File: config.mk
export PLATFORM = sky130hd
export DESIGN_NAME = pmic_cmd_chan
export DESIGN_NICKNAME = d
export VERILOG_FILES = /design/src/rtl/pmic_chan_pkg.sv /design/src/rtl/pmic_chan_fsm.sv /design/src/rtl/pmic_chan_rdcap.sv /design/src/rtl/pmic_cmd_chan.sv
export SDC_FILE = /design/constraint.sdc
export NUM_CORES = 1
export LEC_CHECK = 0
export BUFFER_PORTS_ARGS = -buffer_cell sky130_fd_sc_hd__clkbuf_2
export CORE_ASPECT_RATIO = 0.5
export CORE_MARGIN = 5
export CORE_UTILIZATION = 52
export CTS_BUF_LIST = sky130_fd_sc_hd__clkbuf_8
export DETAILED_ROUTE_END_ITERATION = 10
export PLACE_DENSITY = 0.9
export REMOVE_ABC_BUFFERS = 1
export SYNTH_ARGS = -nofsm -noshare
export SYNTH_HDL_FRONTEND = slang
export SYNTH_SLANG_ARGS = --single-unit
File: constraint.sdc
create_clock -name clk_i -period 2.3 [get_ports clk_i]
set_input_delay 0.23 -clock clk_i [delete_from_list [all_inputs] [get_ports clk_i]]
set_output_delay 0.23 -clock clk_i [all_outputs]
set_load 0.05 [all_outputs]
File: src/rtl/pmic_chan_pkg.sv
`timescale 1ns/1ps
package pmic_chan_pkg;
  localparam int unsigned DATA_W  = 32;
  localparam int unsigned NBYTES  = DATA_W / 8;
  localparam int unsigned DIR_BIT = 29;
  localparam int unsigned LEN_LSB = 16;
  localparam int unsigned LEN_W   = 2;

  typedef enum logic [2:0] {
    ST_IDLE    = 3'd0,
    ST_REQ     = 3'd1,
    ST_WAIT    = 3'd2,
    ST_VLDHOLD = 3'd6
  } chan_state_e;
endpackage

File: src/rtl/pmic_chan_fsm.sv
`timescale 1ns/1ps
module pmic_chan_fsm
  import pmic_chan_pkg::*;
(
  input  logic              clk_i,
  input  logic              rst_ni,
  input  logic              cmd_wr_i,
  input  logic [DATA_W-1:0] cmd_i,
  input  logic              vld_clr_i,
  input  logic              eng_gnt_i,
  input  logic              eng_rsp_vld_i,
  output chan_state_e       state_o,
  output logic              cmd_rej_o,
  output logic              cap_o,
  output logic              eng_req_o,
  output logic [DATA_W-1:0] cmd_o
);
  chan_state_e state_q, state_d;
  logic [DATA_W-1:0] cmd_q;
  logic is_wr;

  assign is_wr     = cmd_q[DIR_BIT];
  assign eng_req_o = (state_q == ST_REQ);
  assign cmd_rej_o = cmd_wr_i && (state_q != ST_IDLE);
  assign cap_o     = (state_q == ST_WAIT) && eng_rsp_vld_i && !is_wr;
  assign state_o   = state_q;
  assign cmd_o     = cmd_q;

  always_comb begin
    state_d = state_q;
    unique case (state_q)
      ST_IDLE:    if (cmd_wr_i) state_d = ST_REQ;
      ST_REQ:     if (eng_gnt_i) state_d = ST_WAIT;
      ST_WAIT:    if (eng_rsp_vld_i) state_d = is_wr ? ST_IDLE : ST_VLDHOLD;
      ST_VLDHOLD: if (vld_clr_i) state_d = ST_IDLE;
      default:    state_d = ST_IDLE;
    endcase
  end

  always_ff @(posedge clk_i or negedge rst_ni) begin
    if (!rst_ni) begin
      state_q <= ST_IDLE;
      cmd_q   <= '0;
    end else begin
      state_q <= state_d;
      if (cmd_wr_i && state_q == ST_IDLE) cmd_q <= cmd_i;
    end
  end

  p_req_hold_r3: assert property (@(posedge clk_i) disable iff (!rst_ni)
    eng_req_o && !eng_gnt_i |=> eng_req_o);
  p_wait_hold_r4: assert property (@(posedge clk_i) disable iff (!rst_ni)
    state_q == ST_WAIT && !eng_rsp_vld_i |=> state_q == ST_WAIT);
  p_wr_done_r5: assert property (@(posedge clk_i) disable iff (!rst_ni)
    state_q == ST_WAIT && eng_rsp_vld_i && is_wr |=> state_q == ST_IDLE);
  p_vld_hold_r7: assert property (@(posedge clk_i) disable iff (!rst_ni)
    state_q == ST_VLDHOLD && !vld_clr_i |=> state_q == ST_VLDHOLD);
  p_busy_cmd_r8: assert property (@(posedge clk_i) disable iff (!rst_ni)
    cmd_wr_i && state_q != ST_IDLE |=> $stable(cmd_q));
endmodule

File: src/rtl/pmic_chan_rdcap.sv
`timescale 1ns/1ps
module pmic_chan_rdcap
  import pmic_chan_pkg::*;
(
  input  logic              clk_i,
  input  logic              rst_ni,
  input  logic              cap_i,
  input  logic [LEN_W-1:0]  len_i,
  input  logic [DATA_W-1:0] data_i,
  output logic [DATA_W-1:0] rdata_o
);
  logic [DATA_W-1:0] masked;

  for (genvar b = 0; b < NBYTES; b++) begin : g_byte
    assign masked[8*b +: 8] = (b <= int'(len_i)) ? data_i[8*b +: 8] : 8'h00;
  end

  always_ff @(posedge clk_i or negedge rst_ni) begin
    if (!rst_ni)    rdata_o <= '0;
    else if (cap_i) rdata_o <= masked;
  end

  p_one_byte_r6: assert property (@(posedge clk_i) disable iff (!rst_ni)
    cap_i && len_i == '0 |=> rdata_o[DATA_W-1:8] == '0);
  p_rd_keep_r7: assert property (@(posedge clk_i) disable iff (!rst_ni)
    !cap_i |=> $stable(rdata_o));
endmodule

File: src/rtl/pmic_cmd_chan.sv
`timescale 1ns/1ps
module pmic_cmd_chan
  import pmic_chan_pkg::*;
#(
  parameter int unsigned ADDR_W    = 12,
  parameter int unsigned OFF_CMD   = 'h00,
  parameter int unsigned OFF_WDATA = 'h04,
  parameter int unsigned OFF_RDATA = 'h14,
  parameter int unsigned OFF_VCLR  = 'h24,
  parameter int unsigned OFF_STAT  = 'h28
) (
  input  logic              clk_i,
  input  logic              rst_ni,
  input  logic              bus_req_i,
  input  logic              bus_we_i,
  input  logic [ADDR_W-1:0] bus_addr_i,
  input  logic [31:0]       bus_wdata_i,
  output logic [31:0]       bus_rdata_o,
  output logic              eng_req_o,
  input  logic              eng_gnt_i,
  output logic [31:0]       eng_cmd_o,
  output logic [31:0]       eng_wdata_o,
  input  logic              eng_rsp_vld_i,
  input  logic [31:0]       eng_rsp_data_i
);
  localparam logic [ADDR_W-1:0] A_CMD   = ADDR_W'(OFF_CMD);
  localparam logic [ADDR_W-1:0] A_WDATA = ADDR_W'(OFF_WDATA);
  localparam logic [ADDR_W-1:0] A_RDATA = ADDR_W'(OFF_RDATA);
  localparam logic [ADDR_W-1:0] A_VCLR  = ADDR_W'(OFF_VCLR);
  localparam logic [ADDR_W-1:0] A_STAT  = ADDR_W'(OFF_STAT);

  logic wr, wr_cmd, wr_wdata, wr_vclr, wr_stat;
  logic cmd_rej, cap;
  chan_state_e state;
  logic [DATA_W-1:0] wdata_q, rdata, cmd;
  logic err_q;

  assign wr       = bus_req_i && bus_we_i;
  assign wr_cmd   = wr && bus_addr_i == A_CMD;
  assign wr_wdata = wr && bus_addr_i == A_WDATA;
  assign wr_vclr  = wr && bus_addr_i == A_VCLR && bus_wdata_i[0];
  assign wr_stat  = wr && bus_addr_i == A_STAT && bus_wdata_i[0];

  pmic_chan_fsm u_fsm (
    .clk_i, .rst_ni,
    .cmd_wr_i(wr_cmd), .cmd_i(bus_wdata_i), .vld_clr_i(wr_vclr),
    .eng_gnt_i, .eng_rsp_vld_i,
    .state_o(state), .cmd_rej_o(cmd_rej), .cap_o(cap),
    .eng_req_o, .cmd_o(cmd)
  );

  pmic_chan_rdcap u_rdcap (
    .clk_i, .rst_ni, .cap_i(cap),
    .len_i(cmd[LEN_LSB +: LEN_W]), .data_i(eng_rsp_data_i), .rdata_o(rdata)
  );

  always_ff @(posedge clk_i or negedge rst_ni) begin
    if (!rst_ni) begin
      wdata_q <= '0;
      err_q   <= 1'b0;
    end else begin
      if (wr_wdata && state == ST_IDLE) wdata_q <= bus_wdata_i;
      if (cmd_rej)      err_q <= 1'b1;
      else if (wr_stat) err_q <= 1'b0;
    end
  end

  always_comb begin
    bus_rdata_o = '0;
    if (bus_req_i && !bus_we_i) begin
      unique case (bus_addr_i)
        A_CMD:   bus_rdata_o = cmd;
        A_WDATA: bus_rdata_o = wdata_q;
        A_RDATA: bus_rdata_o = rdata;
        A_STAT:  bus_rdata_o = {28'd0, state, err_q};
        default: bus_rdata_o = '0;
      endcase
    end
  end

  assign eng_cmd_o   = cmd;
  assign eng_wdata_o = wdata_q;

  p_err_set_r8: assert property (@(posedge clk_i) disable iff (!rst_ni)
    wr_cmd && state != ST_IDLE |=> err_q);
  p_err_sticky_r8: assert property (@(posedge clk_i) disable iff (!rst_ni)
    err_q && !wr_stat |=> err_q);
  p_wdata_lock_r9: assert property (@(posedge clk_i) disable iff (!rst_ni)
    wr_wdata && state != ST_IDLE |=> $stable(wdata_q));
  p_legal_state_r2: assert property (@(posedge clk_i) disable iff (!rst_ni)
    state inside {ST_IDLE, ST_REQ, ST_WAIT, ST_VLDHOLD});
endmodule

==> run metrics, run 1 <==
Worst Path Buf+Inv=4; Clock Latency Late Sink=0.37 ns; Clock Path Buffers=2; initial core utilization=0.529; type of the worst setup path=primary input to output pin; Most used DFF post-synth=dfrtp_1; CP Data Arrival Time=1.92 ns; first-pass iteration count of the detailed router=5; status=completed; TritonCTS buffer count=9; Tmin final=2.15 ns; area share of the largest cell type after synthesis=0.504; All-Layer GR Usage=0.251; crit-path max cell delay=0.37 ns; multi-input logic area=2290 um2; Cells after Synth=436; placed inst area=6140 um2; Final Max Tran Viols=0; crit path max fanout=20; clock sink total=100; root buffer cell=clkbuf_8; Setup Skew=0.0142 ns; most frequent cells in the layout=147 x clkbuf_2, 100 x dfrtp_1, 86 x mux2_2, 70 x nand2_1, 28 x a32oi_1; via count=4340; CTS clk-pin slew, worst paths=0.09 ns; n_diodes=0; vias in the first global route=4607; crit share post-route=0.933; RSZ-0062 raised after global routing=no; Worst setup SP type=primary input; antenna-violating nets left=0; non-filler cells, final=743; dpl cells=726; power per cell area=553 nW/um2; largest net degree at the start of global routing=55; nets=699; mapped cell area=4970 um2; DIE WIDTH=148 um; WL per Instance=19.5 um; #FFs+latches synth=100; Rows=25; fill count=678; WP data required=2.07 ns; final hold vios=0; CP top delay family=buffers and inverters; Final GP Congestion=0.861; CP max stage cell=mux2_2; peak supply drop=0.334 mV; setup TNS=0 ns; most common cell after layout, fill and taps aside=clkbuf_2; Seq/Total Area, Yosys=0.504; design area=6440 um2; H-Tree Depth=3; Pleak=3.38 nW; max_cap viols=0; GRT Residual Overflow=0; # setup viols final=0; TritonCTS clock tree=yes; layout cells sized above 1=0.545; first-pass GRT wire length=23300 um; Post-synth EDFFs=0; top cells by area, synth=dfrtp_1 50%, mux2_2 19%, nand2_1 5.3%; Reg area=2500 um2; DRT iter0 DRCs=322; Async SR Flop Fraction=1.00; worst min path class=primary input to flip-flop; Crit. End Element=output pin; WL final=14500 um; core area=9380 um2; cells along the critical path=clkbuf_2 -> buf_4 -> buf_4 -> mux2_2 -> a32oi_1 -> nor2_4 -> clkbuf_2; fmax=466 MHz; initial antenna violation count=0; Ports=179; buffers added on ports=178; Die Height=79.1 um; slew margin rel.=0.530; Worst-Margin Slew=0.705 ns; Die Area=11700 um2; Syn-to-layout area delta=29.6%; Via density=5.84; Yosys top cell by area=dfrtp_1; Cell variety after synth=37; DP HPWL=10500 um; DRC=0; Syn Area/Cell=11.4 um2; Synth Warn #=0
## kinds of logic after synthesis
group | after synthesis | share of synthesized area
multiplexers | 96 | 0.217
AO/OA/AOI/OAI | 50 | 0.0796
buffers and inverters | 37 | 0.0370
flip-flops | 100 | 0.504
AND/OR/NAND/NOR | 153 | 0.163
## synth_stat cells (2+ instances only)
cell type	number
a22oi_1	5
nor2_4	10
buf_6	2
o32a_1	4
nor2_2	11
a32oi_1	28
and3_1	2
mux2_2	86
dfrtp_1	100
nand3_1	28
nor2_1	16
mux2_1	6
buf_2	11
o21ai_0	10
mux2i_1	4
nand2_1	70
buf_1	2
clkbuf_1	20
nor4_4	2
or2_2	2
## state kept, by name, summed over array words and instances (netlist names)
signal	count
eng_wdata_o	32
u_fsm.cmd_o	32
err_q	1
u_fsm.state_o	3
u_rdcap.rdata_o	32
## final timing paths
check | from | end | slack [ns] | cells past startpoint
max | bus_addr_i[4] | bus_rdata_o[6] | 0.15 | 7
min reg2reg | u_rdcap.rdata_o[9]$_DFFE_PN0P_ | u_rdcap.rdata_o[9]$_DFFE_PN0P_ | 0.47 | 2
max reg2reg | u_fsm.state_o[0]$_DFFE_PN0P_ | u_fsm.cmd_o[16]$_DFFE_PN0P_ | 0.37 | 5
min | eng_rsp_data_i[4] | u_rdcap.rdata_o[4]$_DFFE_PN0P_ | 0.06 | 3
max in group asynchronous | rst_ni | u_rdcap.rdata_o[0]$_DFFE_PN0P_ | 1.11 | 3
min in group asynchronous | rst_ni | u_rdcap.rdata_o[18]$_DFFE_PN0P_ | 0.45 | 2
## repair_timing
item | 4_1_cts | 5_1_grt
pin swaps | 0 | 0
hold endpoints to repair | 51 | 0
resized for setup | 13 | 23
setup endpoints to repair | 12 | 28
hold buffers | 1 | 0
buffers inserted | 0 | 0
## area by class of cell
| class | instances | area share |
|---|---|---|
| Timing Repair Buffer | 206 | 0.196 |
| Clock buffer | 10 | 0.0214 |
| Clock inverter | 6 | 0.0134 |
| Sequential cell | 100 | 0.389 |
| Multi-Input combinational cell | 299 | 0.356 |
| Tap cell | 121 | 0.0235 |
| Inverter | 1 | 0.000583 |
## worst register-to-register path: stages (launching register included)
cell and delay [ns]:
dfrtp_1 0.44, or3_1 0.44, nor3_2 0.25, nand3b_2 0.11
buf_4 0.24, mux2_1 0.35
## power by group
part	internal (mW)	total (mW)	switching (mW)	leakage, nW
clock network	0.643	1.25	0.603	0.113
registers	1.84	1.90	0.0543	1.38
logic	0.165	0.423	0.257	1.88
total	2.65	3.56	0.915	3.38
## stage by stage
step	worst slack [ns]	hold WS (ns)	utilization	total power, mW
floorplan	-1.26	-0.0656	-	2.11
global placement	0.0227	0.312	0.655	2.32
detailed placement	-0.0683	0.318	0.655	2.35
CTS	-0.00189	0.0454	0.684	3.59
global route	0.102	0.0471	0.686	3.71
finish	0.154	0.0639	0.686	3.56
## per-layer routing
| layer | up-vias | global-route usage | share of wire |
|---|---|---|---|
| met3 | 43 | 0.0525 | 0.062 |
| li1 | 1920 | - | - |
| met2 | 214 | 0.446 | 0.53 |
| met1 | 2163 | 0.294 | 0.38 |
| met4 | 0 | 0.120 | 0.033 |
| met5 | - | 0 | 0 |
Power figures use the tool's default switching activity.
==> inputs of run 2 (changes only) <==
--- a/config.mk
+++ b/config.mk
@@ -11,7 +11,7 @@
 export CORE_UTILIZATION = 52
 export CTS_BUF_LIST = sky130_fd_sc_hd__clkbuf_8
 export DETAILED_ROUTE_END_ITERATION = 10
-export PLACE_DENSITY = 0.9
+export PLACE_DENSITY = 0.88
 export REMOVE_ABC_BUFFERS = 1
 export SYNTH_ARGS = -nofsm -noshare
 export SYNTH_HDL_FRONTEND = slang
==> run 2 against run 1 <==
Effect of this change:
- sequential share of layout area rose by 0.11 points
- critical path type unchanged
- clock skew fell by 0.00087 ns
- cell count fell by 0.27%
- non-clock buffer count fell by 2
- via count fell by 4.3%
- clock power fell by 15%
- largest power group unchanged
- global-route usage fell by 0.56 points
- clock-buffer cell count rose by 2
- critical path depth did not move
- routed wire length fell by 3.0%
==> run metrics, run 2 (same netlist as run 1, synthesis figures left out) <==
status=completed; power per cell area=528 nW/um2; DP HPWL=10300 um; H-Tree Depth=3; design area=6420 um2; first-pass GRT wire length=22900 um; critical path startpoint=bus_addr_i[1]; non-filler cells, final=741; reg2reg start=u_fsm.state_o[0]$_DFFE_PN0P_; via count=4152; TritonCTS buffer count=9; first-pass iteration count of the detailed router=4; peak supply drop=0.345 mV; type of the worst setup path=primary input to output pin; # setup viols final=0; Via density=5.60; Final Power=3.39 mW; Rows=25; vias in the first global route=4600; initial antenna violation count=0; placed inst area=6150 um2; buffers added on ports=178; fmax=467 MHz; slew margin rel.=0.603; # Post-CTS Setup Buffers=0; CP Data Arrival Time=1.91 ns; TritonCTS clock tree=yes; DRT iter0 DRCs=211; Clock Path Buffers=2; nets=697; Final Core Density=0.684; WL per Instance=19.0 um; GRT Residual Overflow=0; layout cells sized above 1=0.540; Syn-to-layout area delta=29.3%; Ports=179; most common cell after layout, fill and taps aside=clkbuf_2; Worst setup SP type=primary input; Hold Startpoint=eng_rsp_data_i[4]; WP data required=2.07 ns; max_cap viols=0; DRC=0; initial core utilization=0.529; core area=9380 um2; Crit. End Element=output pin; final hold vios=0; antenna-violating nets left=0; Setup Skew=0.0133 ns; crit share post-route=0.930; All-Layer GR Usage=0.245; Clock Latency Late Sink=0.36 ns; root buffer cell=clkbuf_8; dpl cells=724; RSZ-0062 raised after global routing=no; fill count=723; worst min path class=primary input to flip-flop; Worst-Margin Slew=0.596 ns; Tmin final=2.14 ns; most frequent cells in the layout=145 x clkbuf_2, 100 x dfrtp_1, 86 x mux2_2, 70 x nand2_1, 28 x a32oi_1; crit path max fanout=17; WL final=14100 um; Final Max Tran Viols=0; DIE WIDTH=148 um; Pleak=3.36 nW; Die Height=79.1 um; clock sink total=100; largest net degree at the start of global routing=45; Final GP Congestion=0.857; CTS clk-pin slew, worst paths=0.09 ns; setup TNS=0 ns; n_diodes=0; Die Area=11700 um2
run 2: cell count changes in the layout (fill, tap and decap cells not counted), sizes merged:
cell | before | now
clkinv | 2 | 1
clkinvlp | 1 | 2
bufinv | 2 | 0
run 2: critical path: stages:
cell      delay [ns]
clkbuf_2        0.10
nor4_4          0.30
nand2_2         0.10
or4b_4          0.57
buf_12          0.19
nor2_2          0.15
clkbuf_4        0.25
run 2: final cells by class:
type | count | area, um2 | area share
multi-input combinational | 299 | 2290 | 0.357
clock inverter | 4 | 23.8 | 0.00370
sequential | 100 | 2500 | 0.390
inverter | 1 | 3.75 | 0.000584
timing repair buffer | 204 | 1280 | 0.200
tap | 121 | 151 | 0.0236
clock buffer | 12 | 165 | 0.0257
run 2: where the power goes:
group | leakage, nW | internal, mW | total [mW] | switching (mW)
Sequential | 1.38 | 1.84 | 1.90 | 0.0559
Clock | 0.0958 | 0.477 | 1.06 | 0.584
Combinational | 1.88 | 0.174 | 0.432 | 0.258
run 2: through the flow:
step	hold WS, ns	setup slack (ns)
3_3_place_gp	0.262	-0.0208
6_report	0.0635	0.160
4_1_cts	0.0569	0.00157
2_1_floorplan	-0.0656	-1.26
5_1_grt	0.0624	0.0917
3_5_place_dp	0.266	-0.0608
run 2: path summary, 6_finish.rpt:
check	end	slack (ns)	cells past startpoint
max	bus_rdata_o[21]	0.16	7
min	u_rdcap.rdata_o[4]$_DFFE_PN0P_	0.06	3
max reg2reg	u_fsm.cmd_o[16]$_DFFE_PN0P_	0.34	5
min reg2reg	u_rdcap.rdata_o[22]$_DFFE_PN0P_	0.47	2
max in group asynchronous	u_rdcap.rdata_o[7]$_DFFE_PN0P_	1.23	3
min in group asynchronous	u_rdcap.rdata_o[19]$_DFFE_PN0P_	0.43	2
run 2: metal layers:
layer  up-vias  global-route usage  routed length [um]
li1       1919                   -                   -
met1      2039               0.288                5450
met2       162               0.447                7520
met3        32              0.0433                 784
met4         0               0.104                 313
met5         -                   0                   0
run 2: what timing repair did:
| action | in CTS | in global routing |
|---|---|---|
| setup endpoints to repair | 16 | 30 |
| resized for setup | 17 | 28 |
| hold endpoints to repair | 41 | 0 |
| hold buffers | 1 | 0 |
==> inputs of run 3 (changes only) <==
==> constraint.sdc (replaced) <==
create_clock -name clk_i -period 2.3 [get_ports clk_i]
set_input_delay 0.23 -clock clk_i [delete_from_list [all_inputs] [get_ports clk_i]]
set_output_delay 0.23 -clock clk_i [all_outputs]
set_load 0.005 [all_outputs]
==> run 3 against run 2 <==
Effect of this change:
- sequential share of layout area grew 0.77 points
- global-route usage is 0.14 points higher
- via count rose by 2.1%
- first-iteration DRC count is 24% higher
- clock-buffer cell count fell by 1
- setup slack got worse by 0.050 ns
- critical endpoint is now bus_rdata_o[20]
- largest power group unchanged
==> run metrics, run 3 (same netlist as run 1, synthesis figures left out) <==
Final Max Tran Viols=0; CP top delay family=simple AND/OR/NAND/NOR gates; WP data required=2.07 ns; layout cells sized above 1=0.538; crit path max fanout=17; Pleak=3.34 nW; DP HPWL=10400 um; DRC=0; WL per Instance=19.3 um; peak supply drop=0.330 mV; CTS resizes=0; crit-path max cell delay=0.73 ns; first-pass GRT wire length=22600 um; most frequent cells in the layout=177 x clkbuf_2, 100 x dfrtp_1, 86 x mux2_2, 70 x nand2_1, 28 x a32oi_1; clock sink total=100; Tmin final=2.19 ns; most common cell after layout, fill and taps aside=clkbuf_2; Final Core Density=0.671; hold_buf cts=1; Die Height=79.1 um; Clock Latency Late Sink=0.37 ns; Worst Path Buf+Inv=3; placed inst area=6110 um2; Setup Skew=0.00894 ns; max_cap viols=0; setup TNS=0 ns; final hold vios=0; fmax=457 MHz; Via density=5.73; design area=6300 um2; Setup WS pre-CTS=0.113 ns; initial antenna violation count=0; n_diodes=0; antenna-violating nets left=0; initial core utilization=0.529; CP most frequent cell=clkbuf_2; CTS clk-pin slew, worst paths=0.09 ns; fill count=722; TritonCTS clock tree=yes; CP Data Arrival Time=1.96 ns; dpl cells=723; first-pass iteration count of the detailed router=6; vias in the first global route=4470; WHS Path Cells=3; slew margin rel.=0.573; GRT Residual Overflow=0; nets=696; Stages on worst setup path=7; Final GP Congestion=0.857; TritonCTS buffer count=9; Ports=179; worst r2r path cells=5; crit share post-route=0.952; cells along the critical path=clkbuf_2 -> nor4_4 -> nand2_2 -> or4b_2 -> buf_12 -> nor2_2 -> clkbuf_2; core area=9380 um2; Syn-to-layout area delta=26.8%; # Post-CTS Setup Buffers=0; non-filler cells, final=740; All-Layer GR Usage=0.247; RSZ-0062 raised after global routing=no; buffers added on ports=178; WL final=14300 um; status=completed; DIE WIDTH=148 um; Worst setup SP type=primary input; # setup viols final=0; CP max stage cell=or4b_2; worst min path class=primary input to flip-flop; Clock Path Buffers=2; setup ws final=0.110 ns; Worst-Margin Slew=0.640 ns; Die Area=11700 um2; largest net degree at the start of global routing=49; power per cell area=536 nW/um2; root buffer cell=clkbuf_8; Crit. End Element=output pin; type of the worst setup path=primary input to output pin; H-Tree Depth=3; DRT iter0 DRCs=261; via count=4238; Rows=25
[run 3: final timing paths]
check	end	slack, ns	startpoint
worst max-delay path	bus_rdata_o[20]	0.11	bus_addr_i[1]
worst min-delay path	u_rdcap.rdata_o[5]$_DFFE_PN0P_	0.06	eng_rsp_data_i[5]
worst max register to register	u_fsm.cmd_o[16]$_DFFE_PN0P_	0.35	u_fsm.state_o[0]$_DFFE_PN0P_
worst min register to register	u_rdcap.rdata_o[17]$_DFFE_PN0P_	0.47	u_rdcap.rdata_o[17]$_DFFE_PN0P_
max in group asynchronous	u_rdcap.rdata_o[2]$_DFFE_PN0P_	1.18	rst_ni
min in group asynchronous	u_fsm.cmd_o[26]$_DFFE_PN0P_	0.43	rst_ni
[run 3: layout make-up]
class / instances / area, um2 / share of cell area
Tap cell: 121 / 151 / 0.0240
Inverter: 1 / 3.75 / 0.000596
Multi-Input combinational cell: 299 / 2290 / 0.363
Clock inverter: 5 / 28.8 / 0.00457
Sequential cell: 100 / 2500 / 0.397
Clock buffer: 11 / 151 / 0.0240
Timing Repair Buffer: 203 / 1170 / 0.186
[run 3: per-stage QoR]
| step | power [mW] | hold slack (ns) |
|---|---|---|
| after floorplan | 2.10 | -0.0656 |
| after global placement | 2.34 | 0.280 |
| after global routing | 3.51 | 0.0463 |
| final | 3.38 | 0.0560 |
| after CTS | 3.39 | 0.0452 |
| after detailed placement | 2.35 | 0.295 |
[run 3: tightest hold or removal path: stages]
cell and delay (ns):
clkbuf_2 0.08, nand2_1 0.04, nand2_1 0.05
[run 3: report_power, final]
group	switching (mW)	internal [mW]
clock	0.599	0.446
combinational	0.253	0.177
sequential	0.0604	1.84
[run 3: metal layers]
metal / wire length (um) / up-vias / GRT usage / part of all wire
met1: 5740 / 2101 / 0.302 / 0.40
met3: 971 / 26 / 0.0576 / 0.068
met4: 242 / 0 / 0.0774 / 0.017
met2: 7310 / 186 / 0.437 / 0.51
li1: - / 1925 / - / -
met5: 0 / - / 0 / 0
